==> config.mk <==
export PLATFORM = sky130hd
export DESIGN_NAME = spi_sclk_divider
export DESIGN_NICKNAME = d
export VERILOG_FILES = /design/src/rtl/spi_sclk_divider.sv
export SDC_FILE = /design/constraint.sdc
export NUM_CORES = 1
export LEC_CHECK = 0
export BUFFER_PORTS_ARGS = -buffer_cell sky130_fd_sc_hd__buf_4
export CAP_MARGIN = 30
export CORE_UTILIZATION = 54
export DETAILED_ROUTE_END_ITERATION = 10
export HOLD_SLACK_MARGIN = 0.08
export PLACE_DENSITY = 0.75
export SETUP_SLACK_MARGIN = 0.15
export SYNTH_ARGS = -nofsm -noshare
export SYNTH_HDL_FRONTEND = slang
export SYNTH_SLANG_ARGS = --single-unit
==> constraint.sdc <==
create_clock -name clk -period 2.8 [get_ports clk]
set_clock_uncertainty 0.2 [all_clocks]
set_input_delay 0.7 -clock clk [delete_from_list [all_inputs] [get_ports clk]]
set_output_delay 0.7 -clock clk [all_outputs]
set_load 0.1 [all_outputs]
==> src/rtl/spi_sclk_divider.sv <==
module spi_sclk_divider #(
  parameter int PRE_W = 13,
  parameter int CNT_W = 6
) (
  input  logic             clk,
  input  logic             rst_n,
  input  logic             run,
  input  logic             idle_high,
  input  logic             bypass,
  input  logic [PRE_W-1:0] pre_div,
  input  logic [CNT_W-1:0] n_div,
  input  logic [CNT_W-1:0] hi_cmp,
  input  logic [CNT_W-1:0] lo_cmp,
  output logic             sclk_o,
  output logic             sample_o,
  output logic             launch_o
);

  localparam int HALF_W = PRE_W + 1;

  logic             run_q, lvl_q, smp_q, lch_q, byp_q;
  logic [PRE_W-1:0] pre_q, pc_q;
  logic [CNT_W-1:0] n_q, hi_q, lo_q, nc_q;

  logic byp_eff, new_byp, tick, wrap, start, reload;
  logic [HALF_W-1:0] half_m1;

  assign byp_eff = byp_q || (pre_q == '0 && n_q == '0);
  assign new_byp = bypass || (pre_div == '0 && n_div == '0);
  assign tick    = (pc_q == pre_q);
  assign wrap    = run_q && (byp_eff || (tick && nc_q == n_q));
  assign start   = run && !run_q;
  assign reload  = run && (start || wrap);
  assign half_m1 = (({1'b0, pre_q} + HALF_W'(2)) >> 1) - HALF_W'(1);

  always_ff @(posedge clk or negedge rst_n) begin
    if (!rst_n) begin
      run_q <= 1'b0;
      lvl_q <= 1'b0;
      smp_q <= 1'b0;
      lch_q <= 1'b0;
      byp_q <= 1'b0;
      pre_q <= '0;
      n_q   <= '0;
      hi_q  <= '0;
      lo_q  <= '0;
      pc_q  <= '0;
      nc_q  <= '0;
    end else begin
      run_q <= run;
      smp_q <= 1'b0;
      lch_q <= 1'b0;
      if (!run) begin
        lvl_q <= 1'b0;
        pc_q  <= '0;
        nc_q  <= '0;
      end else if (reload) begin
        byp_q <= bypass;
        pre_q <= pre_div;
        n_q   <= n_div;
        hi_q  <= hi_cmp;
        lo_q  <= lo_cmp;
        pc_q  <= '0;
        nc_q  <= '0;
        lvl_q <= 1'b1;
        smp_q <= 1'b1;
        lch_q <= new_byp;
      end else begin
        if (tick) begin
          pc_q <= '0;
          nc_q <= nc_q + CNT_W'(1);
        end else begin
          pc_q <= pc_q + PRE_W'(1);
        end
        if (n_q == '0) begin
          if ({1'b0, pc_q} == half_m1) begin
            lvl_q <= 1'b0;
            lch_q <= 1'b1;
          end
        end else if (tick) begin
          if (nc_q == lo_q) begin
            lvl_q <= 1'b1;
            smp_q <= 1'b1;
          end else if (nc_q == hi_q) begin
            lvl_q <= 1'b0;
            lch_q <= 1'b1;
          end
        end
      end
    end
  end

  assign sclk_o   = !run_q ? idle_high : (byp_eff ? clk : (lvl_q ^ idle_high));
  assign sample_o = smp_q;
  assign launch_o = lch_q;


  quiet_when_idle_chk: assert property (@(posedge clk) disable iff (!rst_n)
    !run_q |-> (!sample_o && !launch_o));


  first_cycle_sample_chk: assert property (@(posedge clk) disable iff (!rst_n)
    $rose(run_q) |-> sample_o);


  strobes_apart_chk: assert property (@(posedge clk) disable iff (!rst_n)
    (run_q && !byp_eff) |-> !(sample_o && launch_o));


  launch_single_chk: assert property (@(posedge clk) disable iff (!rst_n)
    (launch_o && !byp_eff) |=> (!launch_o || byp_eff));


  pre_range_chk: assert property (@(posedge clk) disable iff (!rst_n)
    run_q |-> (pc_q <= pre_q));


  period_range_chk: assert property (@(posedge clk) disable iff (!rst_n)
    run_q |-> (nc_q <= n_q));


  hold_midperiod_chk: assert property (@(posedge clk) disable iff (!rst_n)
    (run_q && $past(run_q) && !$past(wrap)) |->
      ($stable(pre_q) && $stable(n_q) && $stable(hi_q) && $stable(byp_q)));


  bypass_strobes_chk: assert property (@(posedge clk) disable iff (!rst_n)
    (run_q && byp_eff) |-> (sample_o && launch_o));

endmodule

Yosys cells after proc, flatten, opt, wreduce, memory -nomap -nowiden
Cells that the tools add are included.

word-level totals
  output and inout port bits = 3
  bits in registers = 55
  logic and storage cells = 69
  input port bits = 36

cells by class
  multiplexer cells = 27
  equal/unequal tests = 9
  reduce and logical (&&, ||, !) cells = 17
  bitwise operators = 1
  $add $sub $neg = 4

operators with widths
  kind                                                number
  two-way mux 13 bit                                  3
  zero test 13 bit                                    2
  two-way mux 1 bit                                   21
  equality test 6 bit                                 3
  two-way mux 6 bit                                   3
  adder 13 x 2 -> 14 bit, second input constant       1
  equality test 13 x 14 -> 1 bit                      1
  subtractor 13 x 1 -> 14 bit, second input constant  1
  adder 13 x 1 -> 13 bit, second input constant       1
  equality test 13 bit                                1
  zero test 6 bit                                     2
  adder 6 x 1 -> 6 bit, second input constant         1
  logical AND 1 bit                                   6
  != test 5 x 1 -> 1 bit, second input constant       1
  logical OR 1 bit                                    4
  != test 4 x 1 -> 1 bit, second input constant       1
  != test 4 x 3 -> 1 bit, second input constant       1
  != test 3 x 1 -> 1 bit, second input constant       1
  AND reduction 3 bit                                 1
  AND reduction 2 bit                                 1
  zero test 1 bit                                     1
  XOR 1 bit                                           1

Longest topological paths before layout
Gate-level depths: netlist of run 1.

  depth in word-level cells = 9
  depth in mapped cells = 10
  gate-level depth less buffers = 8

==> impl_summary.log, run 1 <==
[metrics] result of the run: finished, violations left
[metrics] violations in the final reports: negative setup slack
[metrics] Pre-Repair DR Iteration Count: 6
[metrics] uppermost signal routing layer after detailed routing: met4
[metrics] number of buffers added to fix hold violations after cts: 0
[metrics] library cell with the largest summed area after synthesis: dfrtp_1
[metrics] total cell area at the placement stage: 4240 um^2
[metrics] area added between synthesis and finish: 24.9%
[metrics] number of placement rows: 29
[metrics] switching power: 813 uW
[metrics] fraction of final layout cells with drive strength greater than 1: 35.6%
[metrics] post-route setup slack: -0.202 ns
[metrics] minimum setup slack among reg-to-reg paths: -0.01 ns
[metrics] wire length on met2: 4440 um
[metrics] arrival time at the worst endpoint: 2.10 ns
[metrics] cell count after placement: 494
[metrics] post-synthesis net count: 409
[metrics] fraction of synthesized cell area taken by the top area cell type: 37.3%
[metrics] static leakage: 1.94 nW
[metrics] die span in x: 84.6 um
[metrics] Max Slew Vio Count: 0
[metrics] DRC violations left: 0
[metrics] Primary FF master, synth: dfrtp_1
[metrics] starting density of the core: 57.1%
[metrics] non-filler cells in the finished layout: 518
[metrics] number of flops mapped to enable cells by yosys: 0
[metrics] routed length on met1: 4450 um
[metrics] Detail Route met3 WL: 485 um
[metrics] detail-routed net length per standard cell: 18.6 um
[metrics] sum of internal, switching and leakage power: 2.35 mW
[metrics] average size of a mapped cell: 9.96 um^2
[metrics] Detailed Place HPWL: 6920 um
[metrics] count of boundary I/O pins: 39
[metrics] Switching Fraction: 34.6%
[metrics] DRC violation total after the first TritonRoute iteration: 242
[metrics] worst rel slew slack: 54.2%
[metrics] number of nets in the finished design: 479
[metrics] residual overflow from global routing: 0
[metrics] total internal power: 1.54 mW
[metrics] Async SR Flop Fraction: 100%
[metrics] endpoints failing setup: 2
[metrics] clk slew on worst S/H paths: 0.10 ns
[metrics] Antenna Nets Post-Route: 0
[metrics] reported max-cap violation count: 0
[metrics] worst vdd rail ir drop: 0.000340 V
[metrics] CTS tree: done
[metrics] CP Capture Type: primary output
[metrics] Post-Syn Area: 3690 um^2
[metrics] final design area excluding fillers: 4600 um^2
[metrics] area of the placeable core: 6460 um^2
[metrics] via count: 3139
[metrics] count of warnings emitted by yosys: 0
[metrics] sequential group share of total power: 41.3%
[metrics] number of register bits inferred by synthesis: 55
[metrics] final critical-path share of the clock period: 107%
[metrics] gr usage total: 28.7%
[metrics] detailed-route wire length: 9610 um
[metrics] Cell variety after synth: 70
[metrics] Die Outline Area: 7160 um^2
[metrics] Port Buffers: 38
[metrics] Worst Max-Slew Pin Slew: 0.687 ns
[metrics] power density normalized to cell area: 511 nW/um^2
[metrics] CP max FO: 5
[metrics] Die Span Y: 84.6 um
[metrics] final worst hold slack: 0.107 ns
[metrics] global-route wire length before repair: 15700 um
[metrics] insertion delay to the later sink of the worst-skew pair: 0.41 ns
[metrics] sequential cell area fraction in the yosys report: 37.3%
[metrics] leading cell type in the layout, fill and taps excluded: buf_4
[metrics] Antenna Diode Count: 0
[metrics] setup repair after global routing missed its margin: yes
[metrics] most frequent cells in the layout: 79 x buf_4, 48 x dfrtp_1, 39 x xor2_1
[metrics] via density per instance: 6.06
[metrics] initial antenna violation count: 0
[metrics] via count of the first global-routing pass: 3185
[metrics] required time at the endpoint of the critical path: 1.90 ns
[metrics] worst hold path class: in -> async
[metrics] gate count of the mapped netlist: 370
[metrics] ranking of synthesized cells by area: dfrtp_1 37%, xor2_1 9.3%, xnor2_1 6.7%
[metrics] final hold vios: 0
[metrics] Peak Freq: 0.333 GHz
[metrics] power share of the combinational group: 32.4%
[metrics] portion of total power attributed to the clock network: 26.4%
[metrics] clock period minus worst slack: 3.00 ns
[metrics] startpoint-to-endpoint class of the critical path: reg -> out
[metrics] startpoint type of the worst setup path: register
[metrics] pin count of the biggest net entering global routing: 56
[metrics] GP Congestion: 0.911
## registers in the layout (all words and copies together), names as in the netlist
name      count
run_q         1
hi_q          6
byp_q         1
lvl_q         1
n_q           6
sample_o      1
nc_q          6
pc_q         13
lo_q          6
launch_o      1
pre_q        13
## cell type report
| class | count | area [um^2] |
|---|---|---|
| inverter | 8 | 30.0 |
| timing repair buffer | 83 | 647 |
| tap | 77 | 96.3 |
| multi-input combinational | 283 | 2290 |
| sequential | 55 | 1390 |
| clock buffer | 9 | 130 |
| fill | 486 | 1850 |
| clock inverter | 3 | 25.0 |
## Yosys cell counts (all sizes together), types with 2 or more instances
master / count
a21oi: 7
buf: 15
o21a: 3
clkbuf: 9
a2111oi: 3
o21ai: 12
a31o: 2
a211oi: 3
nor4: 15
or4bb: 2
nand4: 7
nor3: 9
dfrtp: 55
mux2: 29
inv: 8
nand3: 19
a31oi: 3
o41ai: 2
and2: 6
o31ai: 2
o2111ai: 2
nor2: 29
o311ai: 3
o31a: 3
ha: 3
and3: 10
xnor2: 28
o211ai: 3
or4: 2
nand2: 16
xor2: 39
## path summary, 6_finish.rpt
| check | depth (start not counted) | to | startpoint |
|---|---|---|---|
| worst max-delay path | 7 | sclk_o | pre_q[3]$_DFFE_PN0P_ |
| worst min-delay path | 1 | pre_q[3]$_DFFE_PN0P_ | rst_n |
| worst max register to register | 9 | lvl_q$_DFFE_PN0P_ | pre_q[1]$_DFFE_PN0P_ |
| worst min register to register | 1 | lo_q[5]$_DFFE_PN0P_ | lo_q[5]$_DFFE_PN0P_ |
| max in group asynchronous | 1 | pre_q[12]$_DFFE_PN0P_ | rst_n |
| min in group clk | 1 | run_q$_DFF_PN0_ | run |
## per-layer routing
metal | vias up | GRT usage, %
li1 | 1480 | -
met1 | 1544 | 38.3
met5 | - | 0
met3 | 24 | 7.67
met2 | 91 | 44.4
met4 | 0 | 11.6
## stage by stage
step | setup WS (ns) | TNS [ns] | util [%]
2_1_floorplan | 0.0748 | 0 | -
3_3_place_gp | 0.0596 | 0 | 65.7
3_5_place_dp | -0.0181 | -0.0318 | 65.7
4_1_cts | -0.240 | -0.240 | 70.1
5_1_grt | -0.286 | -2.81 | 71.3
6_report | -0.202 | -0.212 | 71.3
## cells by family after synthesis
logic type	after synthesis	share of synthesized area (%)
buf+inv	32	4.51
xor+xnor	67	15.9
fa+ha+maj	3	1.02
compound gates	59	12.6
flops	55	37.3
simple gates	124	19.5
mux	30	9.13
## worst max-delay path: stages, from the launching register on
cell and delay, ns:
dfrtp_2 0.45, nor4_2 0.27, nand4_1 0.18, o21a_2 0.28, nand2b_1 0.10, a21oi_2 0.07, a21oi_4 0.15, buf_12 0.19
## what timing repair did
item | in CTS | in global routing
pin swaps | 10 | 7
setup buffers | 11 | 2
setup endpoints to repair | 29 | 35
gates resized for setup | 20 | 12
## power groups by stage
stage / Clock (mW) / Combinational [mW] / Sequential [mW]
final: 0.620 / 0.761 / 0.970
after CTS: 0.629 / 0.724 / 0.967
after floorplan: 0.0332 / 0.476 / 0.955
after global routing: 0.653 / 0.820 / 0.981
after global placement: 0.0375 / 0.628 / 0.993
after detailed placement: 0.0375 / 0.640 / 0.996
Note: power is estimated with default switching activity, not from simulation.
==> inputs of run 2 (changes only) <==
==> config.mk (replaced) <==
export PLATFORM = sky130hd
export DESIGN_NAME = spi_sclk_divider
export DESIGN_NICKNAME = d
export VERILOG_FILES = /design/src/rtl/spi_sclk_divider.sv
export SDC_FILE = /design/constraint.sdc
export NUM_CORES = 1
export LEC_CHECK = 0
export CAP_MARGIN = 30
export CORE_UTILIZATION = 58
export DETAILED_ROUTE_END_ITERATION = 10
export DONT_BUFFER_PORTS = 1
export HOLD_SLACK_MARGIN = 0.08
export PLACE_DENSITY = 0.74
export SETUP_SLACK_MARGIN = 0.15
export SKIP_LAST_GASP = 1
export SYNTH_ARGS = -nofsm -noshare
export SYNTH_HDL_FRONTEND = slang
export SYNTH_SLANG_ARGS = --single-unit
==> run 2 against run 1 <==
Against the previous run: via count decreased by 2.5%; global-route usage increased by 2.9 points; total power fell by 1.7%; the flow still finishes with violations (negative setup slack); critical path type unchanged; critical endpoint unchanged.
==> impl_summary.log, run 2 (synthesis results as in run 1) <==
[metrics] number of placement rows: 28 (-3.4%)
[metrics] required time at the endpoint of the critical path: 1.90 ns (about the same)
[metrics] residual overflow from global routing: 0 (unchanged)
[metrics] violations in the final reports: negative setup slack
[metrics] insertion delay to the later sink of the worst-skew pair: 0.43 ns (+0.02 ns)
[metrics] end-of-flow core utilization: 73.7% (+2.4 points)
[metrics] Reg-to-Reg Start: pre_q[3]$_DFFE_PN0P_
[metrics] cell type of the slowest stage on the worst timing path: a21oi_4
[metrics] largest stage delay on the critical path: 0.59 ns (+0.14 ns)
[metrics] critical path buffer and inverter count: 0 (-1)
[metrics] count of boundary I/O pins: 39 (unchanged)
[metrics] starting density of the core: 61.2% (+4.1 points)
[metrics] worst hold path class: in -> reg
[metrics] arrival time at the worst endpoint: 2.39 ns (+0.29 ns)
[metrics] via count: 3061 (-2.5%)
[metrics] fillcell total: 437 (-10%)
[metrics] final critical-path share of the clock period: 118% (+10 points)
[metrics] final hold vios: 0 (unchanged)
[metrics] Pre-Repair DR Iteration Count: 4 (-2)
[metrics] area of the placeable core: 6030 um^2 (-6.7%)
[metrics] GP Congestion: 0.935 (+2.6%)
[metrics] cells traversed along the worst timing path: nor4_4 -> nand4_1 -> o21a_1 -> nand3_2 -> o21ai_2 -> a21oi_4
[metrics] power share of the combinational group: 31.5% (-0.9 points)
[metrics] via count of the first global-routing pass: 2946 (-7.5%)
[metrics] DRC violation total after the first TritonRoute iteration: 253 (+4.5%)
[metrics] Antenna Diode Count: 0 (unchanged)
[metrics] power density normalized to cell area: 520 nW/um^2 (+1.9%)
[metrics] clock period minus worst slack: 3.29 ns (+0.289 ns)
[metrics] Detailed Place HPWL: 6980 um (+0.78%)
[metrics] Die Outline Area: 6680 um^2 (-6.7%)
[metrics] CP Capture Type: primary output
[metrics] detailed-route wire length: 9630 um (+0.14%)
[metrics] detail-routed net length per standard cell: 19.8 um (+6.5%)
[metrics] reported max-cap violation count: 0 (unchanged)
[metrics] DRC violations left: 0 (unchanged)
[metrics] minimum setup slack among reg-to-reg paths: 0.08 ns (+0.09 ns)
[metrics] post-route setup slack: -0.491 ns (-0.289 ns)
[metrics] Port Buffers: 0 (-100%)
[metrics] static leakage: 1.81 nW (-6.8%)
[metrics] result of the run: finished, violations left
[metrics] destination of the critical timing path: sclk_o
[metrics] worst vdd rail ir drop: 0.000428 V (+26%)
[metrics] CTS tree: done
[metrics] via density per instance: 6.29 (+3.7%)
[metrics] endpoints failing setup: 1 (-1)
[metrics] sequential group share of total power: 42.0% (+0.7 points)
[metrics] crit path from: pre_q[11]$_DFFE_PN0P_
[metrics] Levels on crit path: 6 (-1)
[metrics] switching power: 807 uW (-0.72%)
[metrics] fraction of final layout cells with drive strength greater than 1: 30.8% (-4.8 points)
[metrics] portion of total power attributed to the clock network: 26.5% (about the same)
[metrics] startpoint-to-endpoint class of the critical path: reg -> out
[metrics] sum of internal, switching and leakage power: 2.31 mW (-1.7%)
[metrics] gr usage total: 31.6% (+2.9 points)
[metrics] Max Slew Vio Count: 0 (unchanged)
[metrics] final sum of negative setup slack: -0.491 ns (-0.279 ns)
[metrics] area added between synthesis and finish: 20.5%
[metrics] Peak Freq: 0.304 GHz (-8.8%)
[metrics] setup repair after global routing missed its margin: yes
[metrics] post-placement worst setup slack: -0.0272 ns (-0.00915 ns)
[metrics] worst rel slew slack: 52.4% (-1.9 points)
[metrics] Switching Fraction: 34.9% (+0.35 points)
[metrics] Worst Max-Slew Pin Slew: 0.713 ns (+0.0263 ns)
[metrics] Top Family by Delay on Critical Path: compound AO/OA/AOI/OAI gates
[metrics] depth of the worst register-to-register path: 9 (unchanged)
[metrics] hold path cells: 1
[metrics] die span in x: 81.7 um (-3.4%)
[metrics] Antenna Nets Post-Route: 0 (unchanged)
[metrics] CP max FO: 3 (-2)
[metrics] number of nets in the finished design: 450 (-6.1%)
[metrics] startpoint type of the worst setup path: register
[metrics] final worst hold slack: 0.182 ns (+0.0755 ns)
[metrics] most frequent cells in the layout: 48 x dfrtp_1, 47 x buf_4, 39 x xor2_1
[metrics] clk slew on worst S/H paths: 0.10 ns (about the same)
[metrics] initial antenna violation count: 0 (unchanged)
[metrics] total internal power: 1.50 mW (-2.2%)
[metrics] Die Span Y: 81.7 um (-3.4%)
[metrics] capturing point of the worst reg2reg path: launch_o$_DFF_PN0_
[metrics] global-route wire length before repair: 15200 um (-3.1%)
[metrics] registers with the highest flip-flop counts: pc_q (13), pre_q (13)
[metrics] pin count of the biggest net entering global routing: 56 (unchanged)
[metrics] leading cell type in the layout, fill and taps excluded: dfrtp_1
[run 2: cell count changes in the layout (fill, tap and decap cells not counted), moves of 2 or more]
cell / before / now
a2111oi_0: 2 / 0
buf_4: 79 / 47
dlygate4sd3_1: 0 / 2
nor4_1: 11 / 9
[run 2: metrics by stage]
stage               instance area [um^2]  std cells
global route                        4440        487
detailed placement                  4060        466
CTS                                 4400        486
global placement                    4060        466
finish                              4440        487
floorplan                           3750        370
[run 2: repair_timing]
item | in CTS | in global routing
pin swaps | 8 | 7
setup endpoints to repair | 31 | 31
hold endpoints to repair | 55 | 1
setup buffers | 7 | 0
resized for setup | 27 | 8
hold buffers | 2 | 1
[run 2: power groups by stage]
| stage | clock [mW] | combinational (mW) | sequential, mW |
|---|---|---|---|
| final | 0.613 | 0.727 | 0.971 |
| after CTS | 0.625 | 0.703 | 0.963 |
| after detailed placement | 0.0332 | 0.606 | 0.985 |
| after floorplan | 0.0332 | 0.476 | 0.955 |
| after global placement | 0.0332 | 0.594 | 0.980 |
| after global routing | 0.660 | 0.785 | 0.980 |
[run 2: area by class of cell]
class,count,area [um^2],area share [%]
clock inverter,3,28.8,0.648
timing repair buffer,55,474,10.7
sequential,55,1390,31.2
clock buffer,8,110,2.48
multi-input combinational,283,2320,52.2
tap,75,93.8,2.11
inverter,8,30.0,0.676
[run 2: routing by layer]
metal	GRT usage, %	up-vias	wire length (um)
li1	-	1428	-
met1	44.7	1482	4270
met2	47.1	135	4450
met3	8.44	16	759
met4	9.65	0	155
met5	0	-	0
[run 2: how the worst min path moves through the flow]
stage,startpoint,end,slack (ns)
after detailed placement,rst_n,pre_q[11]$_DFFE_PN0P_,0.21
after CTS,run,run_q$_DFF_PN0_,0.09
after global placement,rst_n,pre_q[9]$_DFFE_PN0P_,0.21
after floorplan,rst_n,byp_q$_DFFE_PN0P_,0.20
final,run,byp_q$_DFFE_PN0P_,0.18
after global routing,run,byp_q$_DFFE_PN0P_,0.18
==> inputs of run 3 (changes only) <==
--- a/config.mk
+++ b/config.mk
@@ -6,13 +6,14 @@
 export NUM_CORES = 1
 export LEC_CHECK = 0
 export CAP_MARGIN = 30
-export CORE_UTILIZATION = 58
+export CORE_UTILIZATION = 50
 export DETAILED_ROUTE_END_ITERATION = 10
 export DONT_BUFFER_PORTS = 1
 export HOLD_SLACK_MARGIN = 0.08
-export PLACE_DENSITY = 0.74
+export PLACE_DENSITY = 0.66
 export SETUP_SLACK_MARGIN = 0.15
 export SKIP_LAST_GASP = 1
+export SLEW_MARGIN = 10
 export SYNTH_ARGS = -nofsm -noshare
 export SYNTH_HDL_FRONTEND = slang
 export SYNTH_SLANG_ARGS = --single-unit
==> run 3 against run 2 <==
Against the previous run: the run still ends with negative setup slack left; global-route usage decreased by 5.6 points; setup slack got worse by 0.011 ns; maximum frequency decreased by 0.33%; count of clock-buffer cells in the layout increased by 2; sequential share of layout area decreased by 2.1 points; clock power increased by 2%; worst hold slack got worse by 0.077 ns; wire length increased by 7.4%; utilization decreased by 5.3 points; cell count increased by 7.6%; total power increased by 4.9%; flip-flop and latch count unchanged.
==> impl_summary.log, run 3 (synthesis results as in run 1) <==
[metrics] reported max-cap violation count: 0 (unchanged)
[metrics] Antenna Diode Count: 0 (unchanged)
[metrics] CP max FO: 4 (+1)
[metrics] DRC violations left: 0 (unchanged)
[metrics] via count of the first global-routing pass: 2949 (+0.10%)
[metrics] worst rel slew slack: 53.3% (+0.93 points)
[metrics] initial antenna violation count: 0 (unchanged)
[metrics] worst vdd rail ir drop: 0.000436 V (+1.8%)
[metrics] fillcell total: 531 (+22%)
[metrics] endpoints failing setup: 4 (+3)
[metrics] fraction of final layout cells with drive strength greater than 1: 37.6% (+6.8 points)
[metrics] total cell area at the placement stage: 4120 um^2 (+1.4%)
[metrics] count of boundary I/O pins: 39 (unchanged)
[metrics] crit path from: pre_q[3]$_DFFE_PN0P_
[metrics] pin count of the biggest net entering global routing: 56 (unchanged)
[metrics] startpoint-to-endpoint class of the critical path: reg -> out
[metrics] registers with the highest flip-flop counts: pc_q (13), pre_q (13)
[metrics] CTS tree: done
[metrics] detail-routed net length per standard cell: 19.7 um (-0.17%)
[metrics] final worst hold slack: 0.105 ns (-0.0769 ns)
[metrics] area added between synthesis and finish: 28.9%
[metrics] area of the placeable core: 6940 um^2 (+15%)
[metrics] cell count after placement: 493 (+5.8%)
[metrics] setup repair after global routing missed its margin: yes
[metrics] Max Slew Vio Count: 0 (unchanged)
[metrics] most frequent cells in the layout: 60 x buf_4, 50 x dfrtp_1, 38 x xor2_1
[metrics] Port Buffers: 0 (unchanged)
[metrics] final design area excluding fillers: 4750 um^2 (+7.0%)
[metrics] combined flip-flop and latch cell area: 1380 um^2 (-0.18%)
[metrics] Die Span Y: 87.9 um (+7.5%)
[metrics] destination of the critical timing path: sclk_o
[metrics] cell type of the slowest stage on the worst timing path: a21oi_4
[metrics] sum of internal, switching and leakage power: 2.42 mW (+4.9%)
[metrics] largest stage delay on the critical path: 0.56 ns (-0.03 ns)
[metrics] Levels on crit path: 6 (unchanged)
[metrics] Hold Startpoint: run
[metrics] Top Family by Delay on Critical Path: compound AO/OA/AOI/OAI gates
[metrics] Worst Max-Slew Pin Slew: 0.699 ns (-0.0138 ns)
[metrics] violations in the final reports: negative setup slack
[metrics] leading cell type in the layout, fill and taps excluded: buf_4
[metrics] final critical-path share of the clock period: 118% (+0.39 points)
[metrics] residual overflow from global routing: 0 (unchanged)
[metrics] post-route setup slack: -0.502 ns (-0.0108 ns)
[metrics] number of placement rows: 30 (+7.1%)
[metrics] detailed-route wire length: 10300 um (+7.4%)
[metrics] final hold vios: 0 (unchanged)
[metrics] worst hold path class: in -> reg
[metrics] clk slew on worst S/H paths: 0.09 ns (about the same)
[metrics] gr usage total: 26.0% (-5.6 points)
[metrics] CP Capture Type: primary output
[metrics] die span in x: 87.9 um (+7.5%)
[metrics] non-filler cells in the finished layout: 524 (+7.6%)
[metrics] capturing point of the worst reg2reg path: launch_o$_DFF_PN0_
[metrics] Pre-Repair DR Iteration Count: 5 (+1)
[metrics] starting density of the core: 53.1% (-8.1 points)
[metrics] startpoint type of the worst setup path: register
[metrics] number of nets in the finished design: 466 (+3.6%)
[metrics] final sum of negative setup slack: -0.646 ns (-0.155 ns)
[metrics] arrival time at the worst endpoint: 2.40 ns (about the same)
[metrics] Peak Freq: 0.303 GHz (-0.33%)
[metrics] Reg-to-Reg Start: pre_q[3]$_DFFE_PN0P_
[metrics] DRC violation total after the first TritonRoute iteration: 254 (+0.40%)
[metrics] GP Congestion: 0.832 (-11%)
[metrics] critical path buffer and inverter count: 0 (unchanged)
[metrics] power density normalized to cell area: 510 nW/um^2 (-2.0%)
[metrics] result of the run: finished, violations left
[metrics] Detailed Place HPWL: 6900 um (-1.0%)
[metrics] via count: 3175 (+3.7%)
[metrics] total area of multi-input combinational cells: 2420 um^2 (+4.3%)
[metrics] Antenna Nets Post-Route: 0 (unchanged)
[metrics] via density per instance: 6.06 (-3.6%)
[metrics] static leakage: 1.98 nW (+9.5%)
[metrics] clock period minus worst slack: 3.30 ns (+0.0108 ns)
[metrics] required time at the endpoint of the critical path: 1.90 ns (about the same)
[metrics] Die Outline Area: 7720 um^2 (+16%)
[metrics] insertion delay to the later sink of the worst-skew pair: 0.41 ns (-0.02 ns)
[metrics] cells traversed along the worst timing path: nor4_4 -> nand4_1 -> o21a_1 -> nand2b_1 -> a21oi_2 -> a21oi_4
[metrics] minimum setup slack among reg-to-reg paths: -0.08 ns (-0.16 ns)
[metrics] global-route wire length before repair: 15000 um (-1.2%)
[metrics] depth of the worst register-to-register path: 10 (+1)
-- run 3: changes by cell type in the layout (fill, tap and decap cells not counted), sizes merged --
| cell | change |
|---|---|
| clkbuf | +5 |
| buf | +14 |
| dlygate4sd3 | -1 |
| clkinv | -2 |
| clkinvlp | +1 |
| inv | -1 |
-- run 3: report_power, final --
group / total [mW] / switching, mW / internal [mW]
Clock: 0.625 / 0.303 / 0.323
Combinational: 0.833 / 0.419 / 0.414
Sequential: 0.966 / 0.0903 / 0.875
-- run 3: layout make-up --
cell class | instances | area share (%)
clock buffers | 10 | 2.90
inverters | 8 | 0.632
well taps | 96 | 2.53
multi-input cells | 283 | 50.9
flip-flops and latches | 55 | 29.1
clock inverters | 1 | 0.158
repair buffers | 71 | 13.8
-- run 3: worst min-delay path by stage --
stage	to	cells after the start
after CTS	run_q$_DFF_PN0_	0
final	run_q$_DFF_PN0_	0
after global routing	run_q$_DFF_PN0_	0
after global placement	pre_q[9]$_DFFE_PN0P_	0
after detailed placement	pre_q[7]$_DFFE_PN0P_	0
after floorplan	byp_q$_DFFE_PN0P_	0
-- run 3: metrics by stage --
stage | worst slack [ns] | utilization [%]
2_1_floorplan | 0.0748 | -
3_3_place_gp | -0.0554 | 59.3
3_5_place_dp | -0.0465 | 59.3
4_1_cts | -0.435 | 65.0
5_1_grt | -0.557 | 68.4
6_report | -0.502 | 68.4
-- run 3: worst reg2reg max path: cells and delay by family, from the launching register on --
| kind | cells | cell delay, ns |
|---|---|---|
| AO/OA/AOI/OAI | 4 | 0.85 |
| XOR/XNOR | 1 | 0.15 |
| buffers and inverters | 3 | 0.40 |
| flip-flops | 1 | 0.46 |
| AND/OR/NAND/NOR | 2 | 0.75 |
-- run 3: what timing repair did --
action,CTS,global route
gates cloned,1,4
hold buffers,2,0
gates resized for setup,30,27
endpoints found under the setup margin,29,47
endpoints found under the hold margin,55,0
setup buffers,9,4
pin swaps,15,12
-- run 3: layer usage --
layer	up-vias	part of all wire [%]	GRT usage [%]
li1	1458	-	-
met1	1563	45	38.6
met4	0	1.2	6.86
met2	143	46	37.8
met5	-	0	0
met3	11	7.5	6.41
